### config.mk
export PLATFORM = sky130hd
export DESIGN_NAME = wide_reg_bridge
export DESIGN_NICKNAME = d
export VERILOG_FILES = /design/src/rtl/wrb_pkg.sv /design/src/rtl/wrb_decode.sv /design/src/rtl/wrb_hold.sv /design/src/rtl/wrb_launch.sv /design/src/rtl/wide_reg_bridge.sv
export SDC_FILE = /design/constraint.sdc
export NUM_CORES = 1
export LEC_CHECK = 0
export CAP_MARGIN = 0
export CORE_MARGIN = 2
export CORE_UTILIZATION = 40
export DETAILED_ROUTE_END_ITERATION = 8
export PLACE_DENSITY = 0.84
export RECOVER_POWER = 25
export SETUP_SLACK_MARGIN = 0.4
export SLEW_MARGIN = 20
export SYNTH_ARGS = -nofsm -noshare
export SYNTH_HDL_FRONTEND = slang
export SYNTH_SLANG_ARGS = --single-unit
### constraint.sdc
create_clock -name clk -period 3.6 [get_ports clk]
set_input_delay 1.08 -clock clk [delete_from_list [all_inputs] [get_ports clk]]
set_output_delay 1.08 -clock clk [all_outputs]
set_load 0.01 [all_outputs]
### src/rtl/wrb_pkg.sv
package wrb_pkg;

   typedef enum logic [2:0] {
      ACC_NONE  = 3'd0,
      ACC_RD_LO = 3'd1,
      ACC_RD_HI = 3'd2,
      ACC_WR_LO = 3'd3,
      ACC_WR_HI = 3'd4
   } acc_t;

endpackage

### src/rtl/wrb_decode.sv
module wrb_decode
   import wrb_pkg::*;
#(
   parameter int ADDR_W   = 3,
   parameter int NUM_REGS = 3,
   parameter int BYTE_W   = 8
) (
   input  logic [ADDR_W-1:0]             addr,
   input  logic                          rd,
   input  logic                          wr,
   input  logic [NUM_REGS*2*BYTE_W-1:0]  live,
   output acc_t                          acc,
   output logic [NUM_REGS-1:0]           sel,
   output logic [BYTE_W-1:0]             lo_byte,
   output logic [BYTE_W-1:0]             hi_byte
);
   localparam int IDX_W  = ADDR_W - 1;
   localparam int WORD_W = 2 * BYTE_W;

   logic hit;

   for (genvar i = 0; i < NUM_REGS; i++) begin : g_sel
      assign sel[i] = (addr[ADDR_W-1:1] == IDX_W'(i));
   end

   assign hit = |sel;

   always_comb begin
      lo_byte = '0;
      hi_byte = '0;
      for (int i = 0; i < NUM_REGS; i++) begin
         if (sel[i]) begin
            lo_byte = lo_byte | live[i*WORD_W +: BYTE_W];
            hi_byte = hi_byte | live[i*WORD_W+BYTE_W +: BYTE_W];
         end
      end
   end

   always_comb begin
      acc = ACC_NONE;
      if (hit) begin
         if (wr)      acc = addr[0] ? ACC_WR_HI : ACC_WR_LO;
         else if (rd) acc = addr[0] ? ACC_RD_HI : ACC_RD_LO;
      end
   end

   always_comb begin
      assert_sel_onehot_R9: assert ($onehot0(sel));
   end

endmodule

### src/rtl/wrb_hold.sv
module wrb_hold
   import wrb_pkg::*;
#(
   parameter int BYTE_W = 8
) (
   input  logic              clk,
   input  logic              rst_n,
   input  acc_t              acc,
   input  logic [BYTE_W-1:0] hi_live,
   input  logic [BYTE_W-1:0] wbyte,
   output logic [BYTE_W-1:0] hold_q
);

   always_ff @(posedge clk) begin
      if (!rst_n) begin
         hold_q <= '0;
      end else begin
         case (acc)
            ACC_RD_LO: hold_q <= hi_live;
            ACC_WR_HI: hold_q <= wbyte;
            default:   hold_q <= hold_q;
         endcase
      end
   end

   assert_hold_lowwr_R6: assert property (@(posedge clk) disable iff (!rst_n)
      (acc == ACC_WR_LO) |=> $stable(hold_q));

   assert_hold_hird_R3: assert property (@(posedge clk) disable iff (!rst_n)
      (acc == ACC_RD_HI) |=> $stable(hold_q));

   assert_hold_idle_R9: assert property (@(posedge clk) disable iff (!rst_n)
      (acc == ACC_NONE) |=> $stable(hold_q));

endmodule

### src/rtl/wrb_launch.sv
module wrb_launch
   import wrb_pkg::*;
#(
   parameter int NUM_REGS = 3,
   parameter int BYTE_W   = 8
) (
   input  logic                  clk,
   input  logic                  rst_n,
   input  acc_t                  acc,
   input  logic [NUM_REGS-1:0]   sel,
   input  logic [NUM_REGS-1:0]   allow,
   input  logic [BYTE_W-1:0]     hold_q,
   input  logic [BYTE_W-1:0]     wbyte,
   output logic [2*BYTE_W-1:0]   per_wdata,
   output logic [NUM_REGS-1:0]   per_wstb
);
   logic                fire;
   logic [NUM_REGS-1:0] go;

   assign fire = (acc == ACC_WR_LO);
   assign go   = sel & allow & {NUM_REGS{fire}};

   always_ff @(posedge clk) begin
      if (!rst_n) begin
         per_wstb  <= '0;
         per_wdata <= '0;
      end else begin
         per_wstb <= go;
         if (|go) per_wdata <= {hold_q, wbyte};
      end
   end

   assert_stb_onehot_R10: assert property (@(posedge clk) disable iff (!rst_n)
      $onehot0(per_wstb));

   for (genvar i = 0; i < NUM_REGS; i++) begin : g_chk
      assert_blocked_R6: assert property (@(posedge clk) disable iff (!rst_n)
         (fire && sel[i] && !allow[i]) |=> !per_wstb[i]);
   end

   assert_data_quiet_R6: assert property (@(posedge clk) disable iff (!rst_n)
      !(|go) |=> $stable(per_wdata));

endmodule

### src/rtl/wide_reg_bridge.sv
module wide_reg_bridge
   import wrb_pkg::*;
#(
   parameter int ADDR_W   = 3,
   parameter int NUM_REGS = 3,
   parameter int BYTE_W   = 8
) (
   input  logic                          clk,
   input  logic                          rst_n,
   input  logic [ADDR_W-1:0]             bus_addr,
   input  logic                          bus_rd,
   input  logic                          bus_wr,
   input  logic [BYTE_W-1:0]             bus_wdata,
   output logic [BYTE_W-1:0]             bus_rdata,
   input  logic [NUM_REGS*2*BYTE_W-1:0]  live_val,
   input  logic [NUM_REGS-1:0]           wr_allow,
   output logic [2*BYTE_W-1:0]           per_wdata,
   output logic [NUM_REGS-1:0]           per_wstb
);
   localparam int MAP_SPAN = 2 ** (ADDR_W - 1);

   if (ADDR_W < 2) begin : g_bad_addr
      $error("wide_reg_bridge: ADDR_W must be at least 2");
   end
   if (NUM_REGS < 1 || NUM_REGS > MAP_SPAN) begin : g_bad_regs
      $error("wide_reg_bridge: NUM_REGS must fit the address space");
   end
   if (BYTE_W < 1) begin : g_bad_byte
      $error("wide_reg_bridge: BYTE_W must be positive");
   end

   acc_t                acc;
   logic [NUM_REGS-1:0] sel;
   logic [BYTE_W-1:0]   lo_byte;
   logic [BYTE_W-1:0]   hi_byte;
   logic [BYTE_W-1:0]   hold_q;

   wrb_decode #(.ADDR_W(ADDR_W), .NUM_REGS(NUM_REGS), .BYTE_W(BYTE_W)) i_decode (
      .addr    (bus_addr),
      .rd      (bus_rd),
      .wr      (bus_wr),
      .live    (live_val),
      .acc     (acc),
      .sel     (sel),
      .lo_byte (lo_byte),
      .hi_byte (hi_byte)
   );

   wrb_hold #(.BYTE_W(BYTE_W)) i_hold (
      .clk     (clk),
      .rst_n   (rst_n),
      .acc     (acc),
      .hi_live (hi_byte),
      .wbyte   (bus_wdata),
      .hold_q  (hold_q)
   );

   wrb_launch #(.NUM_REGS(NUM_REGS), .BYTE_W(BYTE_W)) i_launch (
      .clk       (clk),
      .rst_n     (rst_n),
      .acc       (acc),
      .sel       (sel),
      .allow     (wr_allow),
      .hold_q    (hold_q),
      .wbyte     (bus_wdata),
      .per_wdata (per_wdata),
      .per_wstb  (per_wstb)
   );

   always_comb begin
      case (acc)
         ACC_RD_LO: bus_rdata = lo_byte;
         ACC_RD_HI: bus_rdata = hold_q;
         default:   bus_rdata = '0;
      endcase
   end

   assert_snap_R2: assert property (@(posedge clk) disable iff (!rst_n)
      (acc == ACC_RD_LO) |=> (hold_q == $past(hi_byte)));

   assert_hiwr_load_R4: assert property (@(posedge clk) disable iff (!rst_n)
      (acc == ACC_WR_HI) |=> (hold_q == $past(bus_wdata)) && (per_wstb == '0));

   assert_stb_cause_R5: assert property (@(posedge clk) disable iff (!rst_n)
      (|per_wstb) |-> $past(bus_wr && !bus_addr[0]));

endmodule

Yosys cells after proc, flatten, opt, wreduce, memory -nomap -nowiden
Index checks and enable logic that the tools add are counted.
{"block": "totals", "reg_bits": 27, "input_bits": 66, "word_cells": 32}
{"block": "classes", "n_eq_ne": 6, "n_mux": 13, "n_bitwise": 6, "n_reduce_logical": 4}
{"operator": "2-to-1 mux 8 bit", "n": 6}
{"operator": "OR 8 bit", "n": 4}
{"operator": "case mux 8 bit (2 select lines)", "n": 2}
{"operator": "2-to-1 mux 3 bit", "n": 4}
{"operator": "bitwise AND 3 bit", "n": 2}
{"operator": "== test 3 x 2 -> 1 bit (second input constant)", "n": 2}
{"operator": "OR reduction 3 bit", "n": 2}
{"operator": "== test 3 x 1 -> 1 bit (second input constant)", "n": 1}
{"operator": "== test 3 bit (second input constant)", "n": 1}
{"operator": "== test 2 x 1 -> 1 bit (second input constant)", "n": 1}
{"operator": "== test 2 bit (second input constant)", "n": 1}
{"operator": "logical NOT 2 bit", "n": 1}
{"operator": "2-to-1 mux 2 bit", "n": 1}
{"operator": "nonzero test 2 bit", "n": 1}

Logic depth before layout (Yosys ltp)
{"block": "depth", "word_depth": 7, "ltp_mapped": 7}

Hierarchy
Synthesis repeated with hierarchy kept, for this count alone.
{"block": "unflattened", "hier_cells": 196, "area_unflattened_um2": 1741.7}
{"mod": "wrb_launch", "n_inst": 1, "cells_per_inst": 81, "area_each_um2": 754.5}
{"mod": "wrb_decode", "n_inst": 1, "cells_per_inst": 48, "area_each_um2": 402.9}
{"mod": "wrb_hold", "n_inst": 1, "cells_per_inst": 40, "area_each_um2": 397.9}
{"mod": "wide_reg_bridge", "n_inst": 1, "cells_per_inst": 27, "area_each_um2": 186.4}

Least setup slack after synthesis
No wires, ideal clock.
{"block": "synth_timing", "kind": "in2out", "start": "input bus_addr[1]", "end": "output bus_rdata[2]", "arrival_time_ns": 1.961, "setup_slack_ns": 0.559, "path_stages": 6, "path_buffers": 2, "path_cell_list": "buf_4 -> nand2_1 -> nand2_1 -> nor2_2 -> buf_4 -> a22o_1"}
{"block": "synth_between", "elab_chain_len": 7, "elab_cells_between_ends": 13}
{"item": "from (decl)", "line_no": "wide_reg_bridge.sv:10", "rtl": "input logic [ADDR_W-1:0] bus_addr,"}
{"item": "logical NOT 2 bit", "line_no": "wrb_decode.sv:23", "rtl": "assign sel[i] = (addr[ADDR_W-1:1] == IDX_W'(i));"}
{"item": "2-to-1 mux 8 bit", "line_no": "wrb_decode.sv:32", "rtl": "if (sel[i]) begin"}
{"item": "OR 8 bit", "line_no": "wrb_decode.sv:33", "rtl": "lo_byte = lo_byte | live[i*WORD_W +: BYTE_W];"}
{"item": "2-to-1 mux 8 bit", "line_no": "wrb_decode.sv:32"}
{"item": "OR 8 bit", "line_no": "wrb_decode.sv:33"}
{"item": "2-to-1 mux 8 bit", "line_no": "wrb_decode.sv:32"}
{"item": "case mux 8 bit (2 select lines) (*)", "line_no": "wide_reg_bridge.sv:71", "rtl": "case (acc)"}
{"item": "to (decl)", "line_no": "wide_reg_bridge.sv:14", "rtl": "output logic [BYTE_W-1:0] bus_rdata,"}
Every way passes the cells marked *; elsewhere a longest branch is shown, timed or not.

Worst setup path after layout
{"block": "layout_timing", "start": "input live_val[22]", "end": "output bus_rdata[6]"}
{"block": "layout_between", "elab_chain_len": 5}
{"item": "from (decl)", "line_no": "wide_reg_bridge.sv:15", "rtl": "input logic [NUM_REGS*2*BYTE_W-1:0] live_val,"}
{"item": "OR 8 bit (*)", "line_no": "wrb_decode.sv:33"}
{"item": "2-to-1 mux 8 bit (*)", "line_no": "wrb_decode.sv:32"}
{"item": "OR 8 bit", "line_no": "wrb_decode.sv:33"}
{"item": "2-to-1 mux 8 bit (*)", "line_no": "wrb_decode.sv:32"}
{"item": "case mux 8 bit (2 select lines) (*)", "line_no": "wide_reg_bridge.sv:71"}
Marks and branches as above.

==> insert_results.sql <==
INSERT INTO impl_metrics (metric_group, metric, value, unit) VALUES
('cts', 'holdBufCountCts', '0', ''),
('sta', 'period_share', '0.879', ''),
('cells_and_area', 'insertedDiodeCount', '0', ''),
('routing', 'drt_iter0_markers', '96', ''),
('place', 'gp_congestion', '0.849', ''),
('global_routing', 'grt_pass1_vias', '1621', ''),
('die', 'fp.dieArea', '4260', 'sq um'),
('cts', 'cts_max_level', '1', ''),
('routing', 'vias_per_cell', '5.29', ''),
('synth', 'synth.distinct_cells', '24', ''),
('sta', 'slack_of_the_critical_path', '0.435', 'ns'),
('cells_and_area', 'syn2layout_area_growth', '74.4', '%'),
('synth', 'syn_area', '1500', 'sq um'),
('worst_hold_path', 'holdCritPathClass', 'reg -> reg', ''),
('die', 'design.core.area', '3630', 'sq um'),
('global_routing', 'gr-usage-all-layers', '0.220', ''),
('synth', 'synthesized_area_fraction_occupied_by_xor_and_xnor_cells', '0', ''),
('pwr', 'power_density', '264', 'nW/um^2'),
('global_routing', 'antenna_found_initial', '0', ''),
('place', 'placement.setup.worst_slack', '-0.325', 'ns'),
('sta', 'worst_slew_margin_rel', '0.527', ''),
('cells_and_area', 'final_common_cell', 'sky130_fd_sc_hd__clkdlybuf4s50_1', ''),
('die', 'die_h', '65.2', 'microns'),
('critical_path', 'crit_arrival', '2.09', 'ns'),
('cts', 'max-clock-path-buffers', '2', ''),
('cts', 'cts-buffers-inserted', '3', ''),
('synth', 'synth_adder_area_share', '0', ''),
('sta', 'grt_setup_unrepaired', 'false', ''),
('place', 'detailedPlacementHpwl', '3420', 'microns'),
('sta', 'layout_min_cycle_time', '3.17', 'ns'),
('die', 'floorplan.die.width', '65.2', 'microns'),
('cts', 'clock_insertion_delay_worst_skew', '0.27', 'ns'),
('place', 'io_buffers', '92', ''),
('synth', 'synth-simple-area-share', '0.195', ''),
('cells_and_area', 'nNetsFinal', '350', ''),
('cells_and_area', 'final_cell_mix', 'sky130_fd_sc_hd__clkdlybuf4s50_1 (68), sky130_fd_sc_hd__nand2_1 (27), sky130_fd_sc_hd__dfxtp_1 (27)', ''),
('critical_path', 'critical_path_required', '2.52', 'ns'),
('synth', 'yosys-mux-area-fraction', '0.114', ''),
('die', 'initial_core_utilization', '0.413', ''),
('pwr', 'ir_worst_vdd', '201', 'uV'),
('cts', 'clock-sinks', '27', ''),
('cells_and_area', 'layout-drive-gt1-share', '0.159', ''),
('critical_path', 'r2r-end', 'i_hold.hold_q[1]$_SDFFE_PN0P_', ''),
('routing', 'post_drt_wl_per_cell', '14.2', 'microns'),
('global_routing', 'grt_first_pass_wirelength', '7350', 'microns'),
('routing', 'dr_total_vias', '1750', ''),
('sta', 'holdWs', '0.455', 'ns'),
('global_routing', 'grt-ovfl-total', '0', ''),
('synth', 'synth_sequential_area_ratio', '0.360', ''),
('synth', 'post_synthesis_net_count', '247', ''),
('global_routing', 'maximum_number_of_pins_on_one_net_before_global_route_repair', '33', ''),
('worst_hold_path', 'holdPathStages', '2', ''),
('critical_path', 'worst_setup_path_end_kind', 'output pin', ''),
('sta', 'setup_viol', '0', ''),
('critical_path', 'startpoint_of_the_worst_slack_reg_to_reg_timing_path', 'i_hold.hold_q[1]$_SDFFE_PN0P_', ''),
('synth', 'synth_compound_area_frac', '0.252', ''),
('routing', 'remaining_antenna_violation_count', '0', ''),
('synth', 'average_instance_area_after_synthesis', '8.29', 'sq um'),
('sta', 'tightestPinTransition', '0.707', 'ns'),
('synth', 'post_synth_main_area_contributors', 'sky130_fd_sc_hd__dfxtp_1 (36%), sky130_fd_sc_hd__mux2i_1 (11%), sky130_fd_sc_hd__nand2_1 (7.0%)', ''),
('synth', 'synth.largest_area_cell', 'sky130_fd_sc_hd__dfxtp_1', ''),
('die', 'rows', '22', ''),
('run_status', 'run_status', 'finished clean', ''),
('synth', 'synthesis.instances', '181', ''),
('cts', 'tritoncts', 'yes', ''),
('worst_hold_path', 'worst_hold_path.endpoint', 'i_launch.per_wdata[0]$_SDFFE_PN0P_', ''),
('synth', 'post-synth-top-area-fraction', '0.360', ''),
('synth', 'ys.warnings.count', '0', ''),
('cts', 'cts-root-buf', 'sky130_fd_sc_hd__clkbuf_8', ''),
('sta', 'final-hold-violation-count', '0', ''),
('sta', 'achievable-frequency', '316', 'MHz');
-- power breakdown --
group | internal (W) | switching [W] | total, W
logic | 0.000122 | 0.0000798 | 0.000202
registers | 0.000312 | 0.0000102 | 0.000322
clock network | 0.0000775 | 0.0000902 | 0.000168
total | 0.000511 | 0.000180 | 0.000691
-- metal layers --
| layer | track usage | wire length (microns) | part of all wire | vias to the layer above |
|---|---|---|---|---|
| met5 | 0 | 0 | 0 | - |
| met4 | 0.0573 | 97 | 0.021 | 0 |
| met3 | 0.0428 | 314 | 0.067 | 10 |
| met2 | 0.379 | 2400 | 0.51 | 74 |
| met1 | 0.281 | 1900 | 0.40 | 804 |
| li1 | - | - | - | 862 |
-- registers in the layout (all words and copies together), names as in the netlist --
name                count
i_launch.per_wdata     16
i_hold.hold_q           8
i_launch.per_wstb       3
-- critical path, stage by stage --
cell	delay [ns]
sky130_fd_sc_hd__clkdlybuf4s50_1	0.40
sky130_fd_sc_hd__mux2i_1	0.16
sky130_fd_sc_hd__o21ai_0	0.10
sky130_fd_sc_hd__a22o_1	0.21
sky130_fd_sc_hd__buf_2	0.14
-- layout make-up --
cell class / count / area [sq um]
clock buffers: 3 / 41.3
clock inverters: 1 / 5.00
fillers: 298 / 1020
multi-input cells: 139 / 888
flip-flops and latches: 27 / 541
well taps: 48 / 60.1
repair buffers: 113 / 1080
-- kinds of logic (layout without fill, tap and decap cells) --
kind of cell	after synthesis	after routing
muxes	17	17
and+or+nand+nor	63	64
buffers and inverters	16	117
DFF	27	27
AOI/OAI and AO/OA	58	58
-- timing repair --
| item | 4_1_cts | 5_1_grt |
|---|---|---|
| endpoints found under the setup margin | 8 | 8 |
| gates resized for setup | 51 | 16 |
| setup buffers | 2 | 0 |
| gates cloned | 3 | 0 |
| pin swaps | 5 | 8 |
-- synth_stat cells --
| library cell | n |
|---|---|
| sky130_fd_sc_hd__nand2_1 | 28 |
| sky130_fd_sc_hd__dfxtp_1 | 27 |
| sky130_fd_sc_hd__o21ai_0 | 20 |
| sky130_fd_sc_hd__nand3_1 | 17 |
| sky130_fd_sc_hd__a21oi_1 | 16 |
| sky130_fd_sc_hd__mux2i_1 | 16 |
| sky130_fd_sc_hd__nor2_1 | 9 |
| sky130_fd_sc_hd__a22o_1 | 8 |
| sky130_fd_sc_hd__o221ai_1 | 8 |
| sky130_fd_sc_hd__buf_6 | 6 |
| sky130_fd_sc_hd__buf_2 | 4 |
| sky130_fd_sc_hd__clkbuf_1 | 4 |
| sky130_fd_sc_hd__o21ai_1 | 4 |
| sky130_fd_sc_hd__buf_4 | 2 |
| sky130_fd_sc_hd__nor2b_1 | 2 |
| sky130_fd_sc_hd__nor3b_1 | 2 |
| sky130_fd_sc_hd__a32oi_4 | 1 |
| sky130_fd_sc_hd__and3_1 | 1 |
| sky130_fd_sc_hd__and4_1 | 1 |
| sky130_fd_sc_hd__mux2_2 | 1 |
| sky130_fd_sc_hd__nand2b_1 | 1 |
| sky130_fd_sc_hd__nor2_2 | 1 |
| sky130_fd_sc_hd__nor2b_4 | 1 |
| sky130_fd_sc_hd__o211a_1 | 1 |
-- worst max path at each step --
stage	cells past startpoint	slack [ns]	from	endpoint
after floorplan	6	0.56	bus_addr[1]	bus_rdata[2]
after global placement	7	-0.28	bus_addr[1]	bus_rdata[7]
after detailed placement	7	-0.33	bus_addr[1]	bus_rdata[7]
after CTS	6	0.41	bus_addr[2]	bus_rdata[7]
after global routing	6	0.40	bus_addr[1]	bus_rdata[2]
final	5	0.43	live_val[22]	bus_rdata[6]
-- per-stage QoR --
stage               TNS [ns]   util  cell area, sq um  power [W]  cells
floorplan                  0      -              1500   0.000407    181
global placement       -2.09  0.689              2500   0.000517    322
detailed placement     -2.44  0.689              2500   0.000519    322
CTS                        0  0.716              2600   0.000691    331
global route               0  0.720              2620   0.000726    331
finish                     0  0.720              2620   0.000691    331
(Power assumes the default switching activity.)
